**src/rtl/replay_dma.sv**
```systemverilog
module replay_dma #(
  parameter int DIV_BASE = 16
) (
  input  logic        clk,
  input  logic        rst_n,
  input  logic        reg_wr,
  input  logic [3:0]  reg_addr,
  input  logic [7:0]  reg_wdata,
  input  logic [3:0]  reg_raddr,
  output logic [7:0]  reg_rdata,
  output logic        mem_req,
  output logic [23:0] mem_addr,
  input  logic        mem_ack,
  input  logic [7:0]  mem_rdata,
  output logic        smp_valid,
  output logic [15:0] smp_left,
  output logic [15:0] smp_right,
  output logic        frame_end,
  output logic        irq_line,
  output logic        timer_evt
);
  localparam int CW = $clog2(DIV_BASE * 8) + 1;

  typedef enum logic [1:0] {S_IDLE, S_FETCH, S_DONE} state_t;
  state_t state;

  logic        ctrl_on, ctrl_rep;
  logic        md_mono, md_b16;
  logic [1:0]  md_rate;
  logic        rt_irq, rt_tmr;
  logic [23:0] st_r, en_r, end_w, cur;
  logic [CW-1:0] cnt, period;
  logic        tick;
  logic [1:0]  bidx, nb;
  logic        f_mono, f_b16, f_mute;
  logic [7:0]  bytes [4];
  logic [15:0] l_nx, r_nx;

  assign period   = CW'(DIV_BASE) << (2'd3 - md_rate);
  assign tick     = ctrl_on && (cnt >= period - CW'(1));
  assign mem_req  = (state == S_FETCH);
  assign mem_addr = cur;

  always_comb begin
    if (f_b16) begin
      l_nx = {bytes[0], bytes[1]};
      r_nx = f_mono ? l_nx : {bytes[2], bytes[3]};
    end else begin
      l_nx = {bytes[0], 8'h00};
      r_nx = f_mono ? l_nx : {bytes[1], 8'h00};
    end
    if (f_mute) begin
      l_nx = '0;
      r_nx = '0;
    end
  end

  always_comb begin
    case (reg_raddr)
      4'd0:    reg_rdata = {6'b0, ctrl_rep, ctrl_on};
      4'd1:    reg_rdata = {md_mono, md_b16, 4'b0, md_rate};
      4'd2:    reg_rdata = {5'b0, rt_tmr, 1'b0, rt_irq};
      4'd4:    reg_rdata = st_r[23:16];
      4'd5:    reg_rdata = st_r[15:8];
      4'd6:    reg_rdata = st_r[7:0];
      4'd8:    reg_rdata = en_r[23:16];
      4'd9:    reg_rdata = en_r[15:8];
      4'd10:   reg_rdata = en_r[7:0];
      4'd12:   reg_rdata = cur[23:16];
      4'd13:   reg_rdata = cur[15:8];
      4'd14:   reg_rdata = cur[7:0];
      default: reg_rdata = 8'h00;
    endcase
  end

  always_ff @(posedge clk or negedge rst_n) begin
    if (!rst_n) begin
      state <= S_IDLE;
      ctrl_on <= 1'b0; ctrl_rep <= 1'b0;
      md_mono <= 1'b0; md_b16 <= 1'b0; md_rate <= 2'd0;
      rt_irq <= 1'b0; rt_tmr <= 1'b0;
      st_r <= '0; en_r <= '0; end_w <= '0; cur <= '0;
      cnt <= '0; bidx <= '0; nb <= '0;
      f_mono <= 1'b0; f_b16 <= 1'b0; f_mute <= 1'b0;
      for (int i = 0; i < 4; i++) bytes[i] <= '0;
      smp_valid <= 1'b0; smp_left <= '0; smp_right <= '0;
      frame_end <= 1'b0; irq_line <= 1'b0; timer_evt <= 1'b0;
    end else begin
      smp_valid <= 1'b0;
      frame_end <= 1'b0;
      irq_line  <= 1'b0;
      timer_evt <= 1'b0;
      if (ctrl_on) cnt <= tick ? '0 : cnt + CW'(1);

      case (state)
        S_IDLE: if (tick) begin
          state  <= S_FETCH;
          bidx   <= 2'd0;
          nb     <= {md_b16 & ~md_mono, md_b16 | ~md_mono};
          f_mono <= md_mono;
          f_b16  <= md_b16;
          f_mute <= (md_rate == 2'd0);
        end
        S_FETCH: if (mem_ack) begin
          bytes[bidx] <= mem_rdata;
          cur  <= cur + 24'd1;
          bidx <= bidx + 2'd1;
          if (bidx == nb) state <= S_DONE;
        end
        S_DONE: begin
          state     <= S_IDLE;
          smp_valid <= 1'b1;
          smp_left  <= l_nx;
          smp_right <= r_nx;
          if (cur >= end_w) begin
            frame_end <= 1'b1;
            irq_line  <= rt_irq;
            timer_evt <= rt_tmr;
            if (ctrl_rep) begin
              cur   <= st_r;
              end_w <= en_r;
            end else begin
              ctrl_on <= 1'b0;
            end
          end
        end
        default: state <= S_IDLE;
      endcase

      if (reg_wr) begin
        case (reg_addr)
          4'd0: begin
            ctrl_on  <= reg_wdata[0];
            ctrl_rep <= reg_wdata[1];
            if (reg_wdata[0] && !ctrl_on) begin
              cur   <= st_r;
              end_w <= en_r;
              cnt   <= '0;
              state <= S_IDLE;
            end
            if (!reg_wdata[0]) state <= S_IDLE;
          end
          4'd1: begin
            md_mono <= reg_wdata[7];
            md_b16  <= reg_wdata[6];
            md_rate <= reg_wdata[1:0];
          end
          4'd2: begin
            rt_irq <= reg_wdata[0];
            rt_tmr <= reg_wdata[2];
          end
          4'd4:  st_r[23:16] <= reg_wdata;
          4'd5:  st_r[15:8]  <= reg_wdata;
          4'd6:  st_r[7:0]   <= reg_wdata;
          4'd8:  en_r[23:16] <= reg_wdata;
          4'd9:  en_r[15:8]  <= reg_wdata;
          4'd10: en_r[7:0]   <= reg_wdata;
          default: ;
        endcase
      end
    end
  end
endmodule

```
**config.mk**
```make
export PLATFORM = sky130hd
export DESIGN_NAME = replay_dma
export DESIGN_NICKNAME = d
export VERILOG_FILES = /design/src/rtl/replay_dma.sv
export SDC_FILE = /design/constraint.sdc
export NUM_CORES = 1
export LEC_CHECK = 0
export ABC_AREA = 1
export BUFFER_PORTS_ARGS = -buffer_cell sky130_fd_sc_hd__buf_4
export CAP_MARGIN = 20
export CORE_MARGIN = 3
export CORE_UTILIZATION = 45
export CTS_CLUSTER_SIZE = 25
export DETAILED_ROUTE_END_ITERATION = 16
export SLEW_MARGIN = 30
export SYNTH_ARGS = -nofsm -noshare
export SYNTH_HDL_FRONTEND = slang
export SYNTH_SLANG_ARGS = --single-unit
export TNS_END_PERCENT = 5
```
**constraint.sdc**
```tcl
create_clock -name clk -period 5.3 [get_ports clk]
set_input_delay 1.06 -clock clk [delete_from_list [all_inputs] [get_ports clk]]
set_output_delay 1.06 -clock clk [all_outputs]
set_load 0.01 [all_outputs]
```
==> flow_summary.yaml, run 1 <==
status:
  status: "complete, no violations"
synth:
  synth_area_leaders: "dfrtp_1 45%, nand2_1 13%, o21ai_0 7.5%, inv_1 7.0%, a21oi_1 4.3%"
  synth_top_area_share_pct: 45.1
  syn_area_per_cell_um2: 7.53
  synth_nets: 1458
  syn-cell-area_um2: 10500
  ys_types: 42
  yosysSeqAreaShare_pct: 45.1
  synth_top_area_cell: "dfrtp_1"
  synthArstFlopShare_pct: 100
  yosysWarnings: 0
  synthCells: 1394
  ys.flop_type: "dfrtp_1"
  synth_edf_count: 0
  yosys_register_bits: 189
finish:
  fin_nets: 1527
  area_delta_synth_final_pct: 15.2
  drive_above_1_share_pct: 12.0
  antenna_cells: 0
  final.fill_count: 2244
sta:
  slew_violations: 0
  rsz0062_at_grt: "no"
  post-route-period-util_pct: 67.8
  fin_setup_tns_ps: 0
  worstMarginPinSlew_ps: 919
  timing.final.ws_setup_ps: 1710
  period_minus_slack_ps: 3590
  max-slew-margin-rel_pct: 38.7
  setup_viol: 0
  clock_skew_ps: 14.2
  hold_viol_final: 0
  fmax_mhz: 278
floorplan:
  ios: 97
  dieArea_um2: 25200
  start_util_pct: 46.1
  rows: 55
  die_width_um: 159
  die_h_um: 159
  coreArea_um2: 22800
critical_path:
  start_kind: "primary input"
  cp.depth: 7
  critPathSlowestCell: "o22ai_1"
  worstPathRequired_ps: 4240
  rr_worst_depth: 14
  crit_family: "simple AND/OR/NAND/NOR gates"
  path_max_fanout: 8
  endpoint_kind: "output port"
  rrSetupSlack_ps: 1840
  cp_common_cell: "buf_4"
  cp.arrival_ps: 2530
  slowest_delay_ps: 430
  critPathBufInv: 2
  worstPathCellList: "buf_4 > nor2_1 > nand2_1 > o22ai_1 > nor4_1 > o221ai_1 > buf_4"
  worstSetupPathType: "primary input to output port"
cts:
  htree_num_levels: 4
  cts.clk_slew.worst_paths_ps: 80
  cts_hold_buffers: 0
  clockBufferDepth: 2
  clock_sinks: 189
  cts_tree: "yes"
  numCtsBuffers: 17
  cts_resized: 0
  post_cts_buffers: 0
  root_buffer: "clkbuf_16"
  clock_latency_ps: 450
routing:
  final_antenna_net_count: 0
  drt_iter0_markers: 1008
  drt-vias-per-instance: 5.37
  num_vias: 9612
  wl_um: 33000
  drc_errors: 0
  avgRoutedWirePerCell_um: 18.5
  drt_pass1_iterations: 5
run:
  drv_cap: 0
global_routing:
  grt_max_degree: 117
  grt_pass1_wl_um: 51100
  grt_usage_pct: 26.7
  grt_antenna_before_repair: 0
  first_global_vias: 8682
  grt_remaining_overflow: 0
place:
  pre_cts_ws_ps: 1510
  place_congestion: 0.941
  portBuffers: 96
  dp.final_hpwl_um: 24400
power_and_ir_drop:
  ir_drop_mv: 0.268
  powerDensity_nw_per_um2: 501
  p_leak_nw: 5.83
min_path:
  hold_path.class: "primary input to async pin"
## cell families (layout without fill, tap and decap cells)
family,count (synthesis),in the layout,share of synthesized area [%]
xor+xnor,14,14,1.17
flops,189,189,45.1
simple gates,572,572,22.7
fa+ha+maj,36,36,4.29
buf+inv,256,338,9.58
compound gates,327,327,17.2
## sequential cells by signal, summed over array words and instances, names as in the netlist, 2 cells and up
register	flops
bidx	2
bytes	32
cnt	8
en_r	24
end_w	24
md_rate	2
mem_addr	24
nb	2
smp_left	16
smp_right	16
st_r	24
state	2
## final cells by class
type / count / area, um2 / share of cell area (%)
clock buffers: 18 / 439 / 3.64
clock inverters: 14 / 183 / 1.51
inverters: 200 / 751 / 6.21
multi-input cells: 949 / 4760 / 39.4
flip-flops and latches: 189 / 4730 / 39.2
well taps: 313 / 392 / 3.24
repair buffers: 106 / 823 / 6.82
## metal layers
metal,vias up,part of all wire (%),global-route usage [%]
li1,4660,-,-
met5,-,0,0
met3,36,7.8,4.73
met2,366,41,37.9
met1,4550,50,42.7
met4,0,1.3,5.53
## final timing paths
check,start,to
max,reg_raddr[0],reg_rdata[2]
min,rst_n,smp_right[5]
max reg2reg,mem_addr[16],end_w[18]
min reg2reg,bytes[6],bytes[6]
max in group asynchronous,rst_n,end_w[15]
min in group clk,bytes[6],bytes[6]
## worst register-to-register path, stage by stage, from the launching register on
cell,delay [ps]
dfrtp_1,540
ha_1,360
nand2_1,60
nor2_2,150
nand4_1,170
nor2_1,150
nand2_2,380
nand2_4,460
nand2_4,140
inv_2,90
nand2_2,80
nand2_4,450
nand2_1,200
o21ai_2,90
inv_1,50
## cells in the mapped netlist (9+ instances only)
cell type	n
o21ai_0	157
o22ai_1	36
clkbuf_1	42
dfrtp_1	189
inv_1	195
nand2_1	361
o21ai_2	10
xor2_1	12
nor3_1	15
ha_1	36
nand2_2	9
nor2_1	93
nand3_1	63
o211ai_1	11
nand4_1	9
a21oi_1	90
## power by group
group          switching (mW)  internal [mW]
Combinational            1.56          0.857
Sequential              0.470           1.80
Clock                   0.665          0.701
## placed cells by master (no fill, tap or decap), types with 2 or more instances in the layout
master     synthesis  routed
clkbuf_16          0      17
o21ai_0          157     157
clkinv_1           2       2
o21ai_2           10      10
o21bai_1           2       2
o22ai_1           36      36
buf_4              2     104
nor2_2             6       8
nand2_2            9       9
nor4_1             4       4
a21o_1             2       2
inv_2              3       3
nand2_4            3       3
or2_2              2       2
nor2_1            93      91
nand2_1          361     361
dfrtp_1          189     189
o221ai_1           3       3
clkinv_8           0       2
xor2_1            12      12
inv_12             0       2
nand3_1           63      63
nor3_1            15      15
nand4_1            9       9
nor2_4             2       2
ha_1              36      35
inv_6              0       2
nor3b_1            2       2
inv_1            195     195
o21ai_1            6       6
o211ai_1          11      11
xnor2_1            2       2
a221oi_1           6       6
inv_8              0       5
a21oi_1           90      90
## per-stage QoR
step | instance area [um2] | hold slack (ps) | total power, mW | cells | utilization, %
6_report | 12100 | 480 | 6.05 | 1789 | 53.0
2_1_floorplan | 10500 | 448 | 3.78 | 1394 | -
4_1_cts | 12000 | 487 | 6.04 | 1788 | 52.9
5_1_grt | 12100 | 488 | 6.49 | 1789 | 53.0
3_5_place_dp | 11400 | 469 | 4.66 | 1756 | 50.2
3_3_place_gp | 11400 | 462 | 4.64 | 1756 | 50.2
No activity file was read; power rests on OpenSTA's default activity.
==> run 2: changes to the inputs <==
- ABC_AREA: 1 -> 0
- PLACE_DENSITY: unset -> 0.66
- clock period: 5.3 -> 2.96 ns (I/O delays scaled with it)
==> run 2 against run 1 <==
Final area rose by 0.97%. Die area fell by 1.0%. Sequential cell count did not move. Core utilization rose by 1.8 points. Count of clock-buffer cells in the layout fell by 1. Critical endpoint is now reg_rdata[6]. Largest cell class unchanged.
==> flow_summary.yaml, run 2 <==
finish:
  antenna_cells: 0
  fin_nets: 1192
  final_common_cell: "dfrtp_1"
  drive_above_1_share_pct: 26.4
  layout_common_cells: "189 x dfrtp_1, 147 x buf_4, 116 x o21ai_0"
  largest-register: "bytes"
  largest_reg_flops: 32
  area_delta_synth_final_pct: 17.5
  multi_input_area_um2: 5160
  final.fill_count: 1980
  seqCellArea_um2: 4730
cts:
  cts_resized: 0
  htree_num_levels: 4
  numCtsBuffers: 17
  cts_tree: "yes"
  root_buffer: "clkbuf_16"
  clock_sinks: 189
  post_cts_buffers: 0
  clock_latency_ps: 440
  cts_hold_buffers: 0
  cts.clk_slew.worst_paths_ps: 80
  clockBufferDepth: 2
sta:
  timing.final.ws_setup_ps: 180
  worstMarginPinSlew_ps: 967
  max-slew-margin-rel_pct: 35.5
  post-route-period-util_pct: 93.9
  fmax_mhz: 360
  slew_violations: 0
  fin_setup_tns_ps: 0
  rsz0062_at_grt: "no"
  clock_skew_ps: 11.9
  setup_viol: 0
  period_minus_slack_ps: 2780
  hold_viol_final: 0
global_routing:
  globalRouteMet1Util_pct: 38.7
  use_met2_pct: 36.0
  first_global_vias: 8147
  top_usage_layer: "met1"
  grtUsageMet3_pct: 6.07
  grt_antenna_before_repair: 0
  grt_max_degree: 74
  grt_usage_pct: 25.2
  grt_pass1_wl_um: 48200
  grt_remaining_overflow: 0
critical_path:
  crit_path_end: "reg_rdata[6]"
  cp.arrival_ps: 2190
  endpoint_kind: "output port"
  rrSetupSlack_ps: 220
  r2r_end: "end_w[8]"
  path_max_fanout: 17
  crit_start: "reg_raddr[0]"
  start_kind: "primary input"
  rr_worst_depth: 10
  r2r_start: "mem_addr[23]"
  worstSetupPathType: "primary input to output port"
  worstPathRequired_ps: 2370
floorplan:
  die_width_um: 158
  dieArea_um2: 24900
  coreArea_um2: 22200
  rows: 54
  die_h_um: 158
  start_util_pct: 46.7
  ios: 97
power_and_ir_drop:
  p_leak_nw: 5.55
  powerDensity_nw_per_um2: 843
  ir_drop_mv: 0.420
  fin_total_pwr_mw: 10.3
status:
  status: "complete, no violations"
synth:
  synth_area_leaders: "dfrtp_1 46%, mux2_2 11%, o21ai_0 5.6%, ha_1 4.3%, nand2_1 3.2%"
  ys_types: 74
  synthCells: 1021
  synth_top_area_share_pct: 45.6
  syn_area_per_cell_um2: 10.2
  synth_edf_count: 0
  synth_common_cells: "189 x dfrtp_1, 117 x o21ai_0, 97 x mux2_2, 89 x nand2_1, 47 x nor2_1"
  synth_top_area_cell: "dfrtp_1"
  yosysSeqAreaShare_pct: 45.6
  ys.flop_type: "dfrtp_1"
  yosysWarnings: 0
  synthArstFlopShare_pct: 100
  yosys_register_bits: 189
  synth.most_common_cell: "dfrtp_1"
  synth_nets: 1085
  syn-cell-area_um2: 10400
routing:
  drc_errors: 0
  final_antenna_net_count: 0
  wl_um: 31100
  drt_pass1_iterations: 5
  drt_iter0_markers: 1001
  num_vias: 8723
  avgRoutedWirePerCell_um: 21.9
  drt-vias-per-instance: 6.14
run:
  drv_cap: 0
place:
  place_congestion: 0.942
  portBuffers: 96
  pre_cts_ws_ps: 175
  dp.final_hpwl_um: 23000
min_path:
  hold_path.class: "primary input to async pin"
run 2: cell count changes after synthesis, moves of 15 or more:
| cell | before | now |
|---|---|---|
| mux2_2 | 0 | 97 |
| a22o_1 | 0 | 27 |
| a31oi_1 | 0 | 15 |
| a211oi_1 | 0 | 17 |
| nand2_1 | 361 | 89 |
| inv_1 | 195 | 45 |
| nand3_1 | 63 | 17 |
| nor2_1 | 93 | 47 |
| o21ai_0 | 157 | 117 |
| a21oi_1 | 90 | 44 |
| mux2i_1 | 0 | 30 |
| o22ai_1 | 36 | 14 |
run 2: per-layer routing:
layer | vias up | routed length [um]
met3 | 43 | 3130
met2 | 432 | 13200
met5 | - | 0
met1 | 4280 | 14300
li1 | 3968 | -
met4 | 0 | 470
run 2: worst min-delay path by stage:
stage | slack [ps] | cells past startpoint | endpoint
6_report | 150 | 1 | en_r[23]
5_1_grt | 180 | 1 | en_r[23]
4_1_cts | 160 | 1 | en_r[23]
3_5_place_dp | 490 | 1 | smp_right[6]
3_3_place_gp | 480 | 1 | smp_right[6]
2_1_floorplan | 300 | 0 | bidx[0]
run 2: layout make-up:
cell class,instances,area share [%]
timing repair buffer,152,9.82
multi-input combinational,723,42.3
clock inverter,15,1.37
inverter,45,1.38
tap,280,2.87
sequential,189,38.8
clock buffer,17,3.49
run 2: metrics by stage:
| step | util [%] | instance area, um2 | hold slack (ps) | cells |
|---|---|---|---|---|
| floorplan | - | 10400 | 296 | 1021 |
| global placement | 52.2 | 11600 | 478 | 1389 |
| detailed placement | 52.2 | 11600 | 490 | 1389 |
| CTS | 54.8 | 12200 | 160 | 1421 |
| global route | 54.9 | 12200 | 182 | 1421 |
| finish | 54.9 | 12200 | 145 | 1421 |
run 2: kinds of logic (layout without fill, tap and decap cells):
family	Yosys count	after routing	synth area share [%]
AOI/OAI and AO/OA	298	298	18.6
xor gates and xnor gates	11	11	0.928
adders and majority gates	36	36	4.34
buffers and inverters	109	229	4.87
DFF	189	189	45.6
muxes	127	127	13.4
and+or+nand+nor	251	251	12.2
run 2: report_power, final:
group          internal [mW]  switching, mW  total, mW
logic                   1.73           2.41       4.13
registers               3.19          0.654       3.84
clock network           1.14           1.17       2.31
run 2: critical path: stages:
cell and delay [ps]:
buf_4 200, nor2b_1 450, nor2b_1 340, a32oi_1 80, nor2_1 120, a221oi_1 60
o21ai_0 150, buf_4 180
==> run 3: changes to the inputs <==
- RECOVER_POWER: unset -> 50
==> run 3 against run 2 <==
The flow now finishes with violations (capacitance limit, slew limit). Power about the same. First-iteration DRC count increased by 5.4%. Fmax increased by 0.34%. Count of clock-buffer cells in the layout unchanged. Critical path type unchanged. Highest routed layer unchanged.
==> flow_summary.yaml, run 3 (same netlist as run 2, synthesis figures left out) <==
finish:
  area_delta_synth_final_pct: 16.9
  post_layout_nonfiller_instances: 1421
  layout_common_cells: "189 x dfrtp_1, 140 x buf_4, 116 x o21ai_0"
  largest-register: "bytes"
  antenna_cells: 0
  final_util_pct: 54.6
  final.fill_count: 1988
  fin_area_um2: 12100
  fin_nets: 1192
  largest_reg_flops: 32
  drive_above_1_share_pct: 25.8
  final_common_cell: "dfrtp_1"
power_and_ir_drop:
  p_sw_share_pct: 41.2
  ir_drop_mv: 0.418
  power_frac_comb_pct: 40.1
  fin_total_pwr_mw: 10.3
  p_leak_nw: 5.51
  p_int_mw: 6.05
  powerDensity_nw_per_um2: 847
  pwr-share-clk_pct: 22.5
  p_switching_mw: 4.23
  p_seq_share_pct: 37.4
sta:
  post-route-period-util_pct: 93.6
  slew_violations: 74
  period_minus_slack_ps: 2770
  setup_viol: 0
  worstMarginPinSlew_ps: 1850
  hold_viol_final: 0
  fmax_mhz: 361
  fin_setup_tns_ps: 0
  rsz0062_at_grt: "no"
  clock_skew_ps: 8.62
  max-slew-margin-rel_pct: -23.0
floorplan:
  ios: 97
  die_h_um: 158
  start_util_pct: 46.7
  rows: 54
  dieArea_um2: 24900
  coreArea_um2: 22200
  die_width_um: 158
place:
  portBuffers: 96
  dp.final_hpwl_um: 23000
  place_area_um2: 11600
  place_congestion: 0.942
  placed_cells: 1389
routing:
  drt-vias-per-instance: 6.13
  drc_errors: 0
  wl_um: 31100
  final_antenna_net_count: 0
  drt_iter0_markers: 1055
  drt_pass1_iterations: 5
  avgRoutedWirePerCell_um: 21.9
  num_vias: 8706
min_path:
  hold_path.class: "primary input to flop"
critical_path:
  worstSetupPathType: "primary input to output port"
  start_kind: "primary input"
  endpoint_kind: "output port"
  worstPathRequired_ps: 2370
  path_max_fanout: 17
  cp.arrival_ps: 2180
cts:
  cts_resized: 0
  htree_num_levels: 4
  root_buffer: "clkbuf_16"
  post_cts_buffers: 0
  clock_latency_ps: 440
  clock_sinks: 189
  cts_hold_buffers: 0
  cts_tree: "yes"
  clockBufferDepth: 2
  numCtsBuffers: 17
  cts.clk_slew.worst_paths_ps: 80
global_routing:
  grt_pass1_wl_um: 48200
  grt_max_degree: 74
  grt_remaining_overflow: 0
  first_global_vias: 8147
  grt_antenna_before_repair: 0
  grt_usage_pct: 25.2
run:
  drv_cap: 1
status:
  status: "complete, but fails checks"
  violations: "capacitance limit, slew limit"
## run 3: final cells by class
class                           count  area, um2  share of cell area (%)
Multi-Input combinational cell    723       5150                    42.5
Sequential cell                   189       4730                    39.0
Timing Repair Buffer              152       1140                    9.37
Clock buffer                       17        425                    3.51
Tap cell                          280        350                    2.89
Inverter                           45        169                    1.39
Clock inverter                     15        168                    1.38
## run 3: power groups by stage
stage | sequential, mW | clock, mW | combinational [mW]
2_1_floorplan | 3.78 | 0 | 2.31
3_3_place_gp | 3.85 | 0 | 3.98
3_5_place_dp | 3.87 | 0 | 4.05
4_1_cts | 3.82 | 2.34 | 4.08
5_1_grt | 3.92 | 2.43 | 4.52
6_report | 3.84 | 2.31 | 4.12
## run 3: critical path, cell delays in order
cell and delay [ps]:
buf_4 200, nor2b_1 450, nor2b_1 340, a32oi_1 90, nor2_1 120, a221oi_1 60, o21ai_0 150, buf_4 180
## run 3: worst paths after layout
check | startpoint | endpoint | slack (ps) | cells past startpoint
worst max register to register | mem_addr[23] | mem_addr[21] | 210 | 8
worst min register to register | smp_right[4] | smp_right[4] | 500 | 1
worst max-delay path | reg_raddr[0] | reg_rdata[6] | 190 | 8
worst min-delay path | mem_rdata[6] | bytes[14] | 420 | 2
max in group asynchronous | rst_n | mem_addr[11] | 660 | 2
min in group asynchronous | rst_n | en_r[23] | 610 | 1
## run 3: layer usage
layer / share of wire, % / track usage (%)
met1: 46 / 38.7
met3: 10 / 6.07
met2: 43 / 36.0
met5: 0 / 0
met4: 1.5 / 5.70
## run 3: stage by stage
stage,setup WS [ps],hold WS (ps)
after floorplan,346,296
after global placement,294,478
after detailed placement,175,490
after CTS,132,160
after global routing,20.2,399
final,190,420
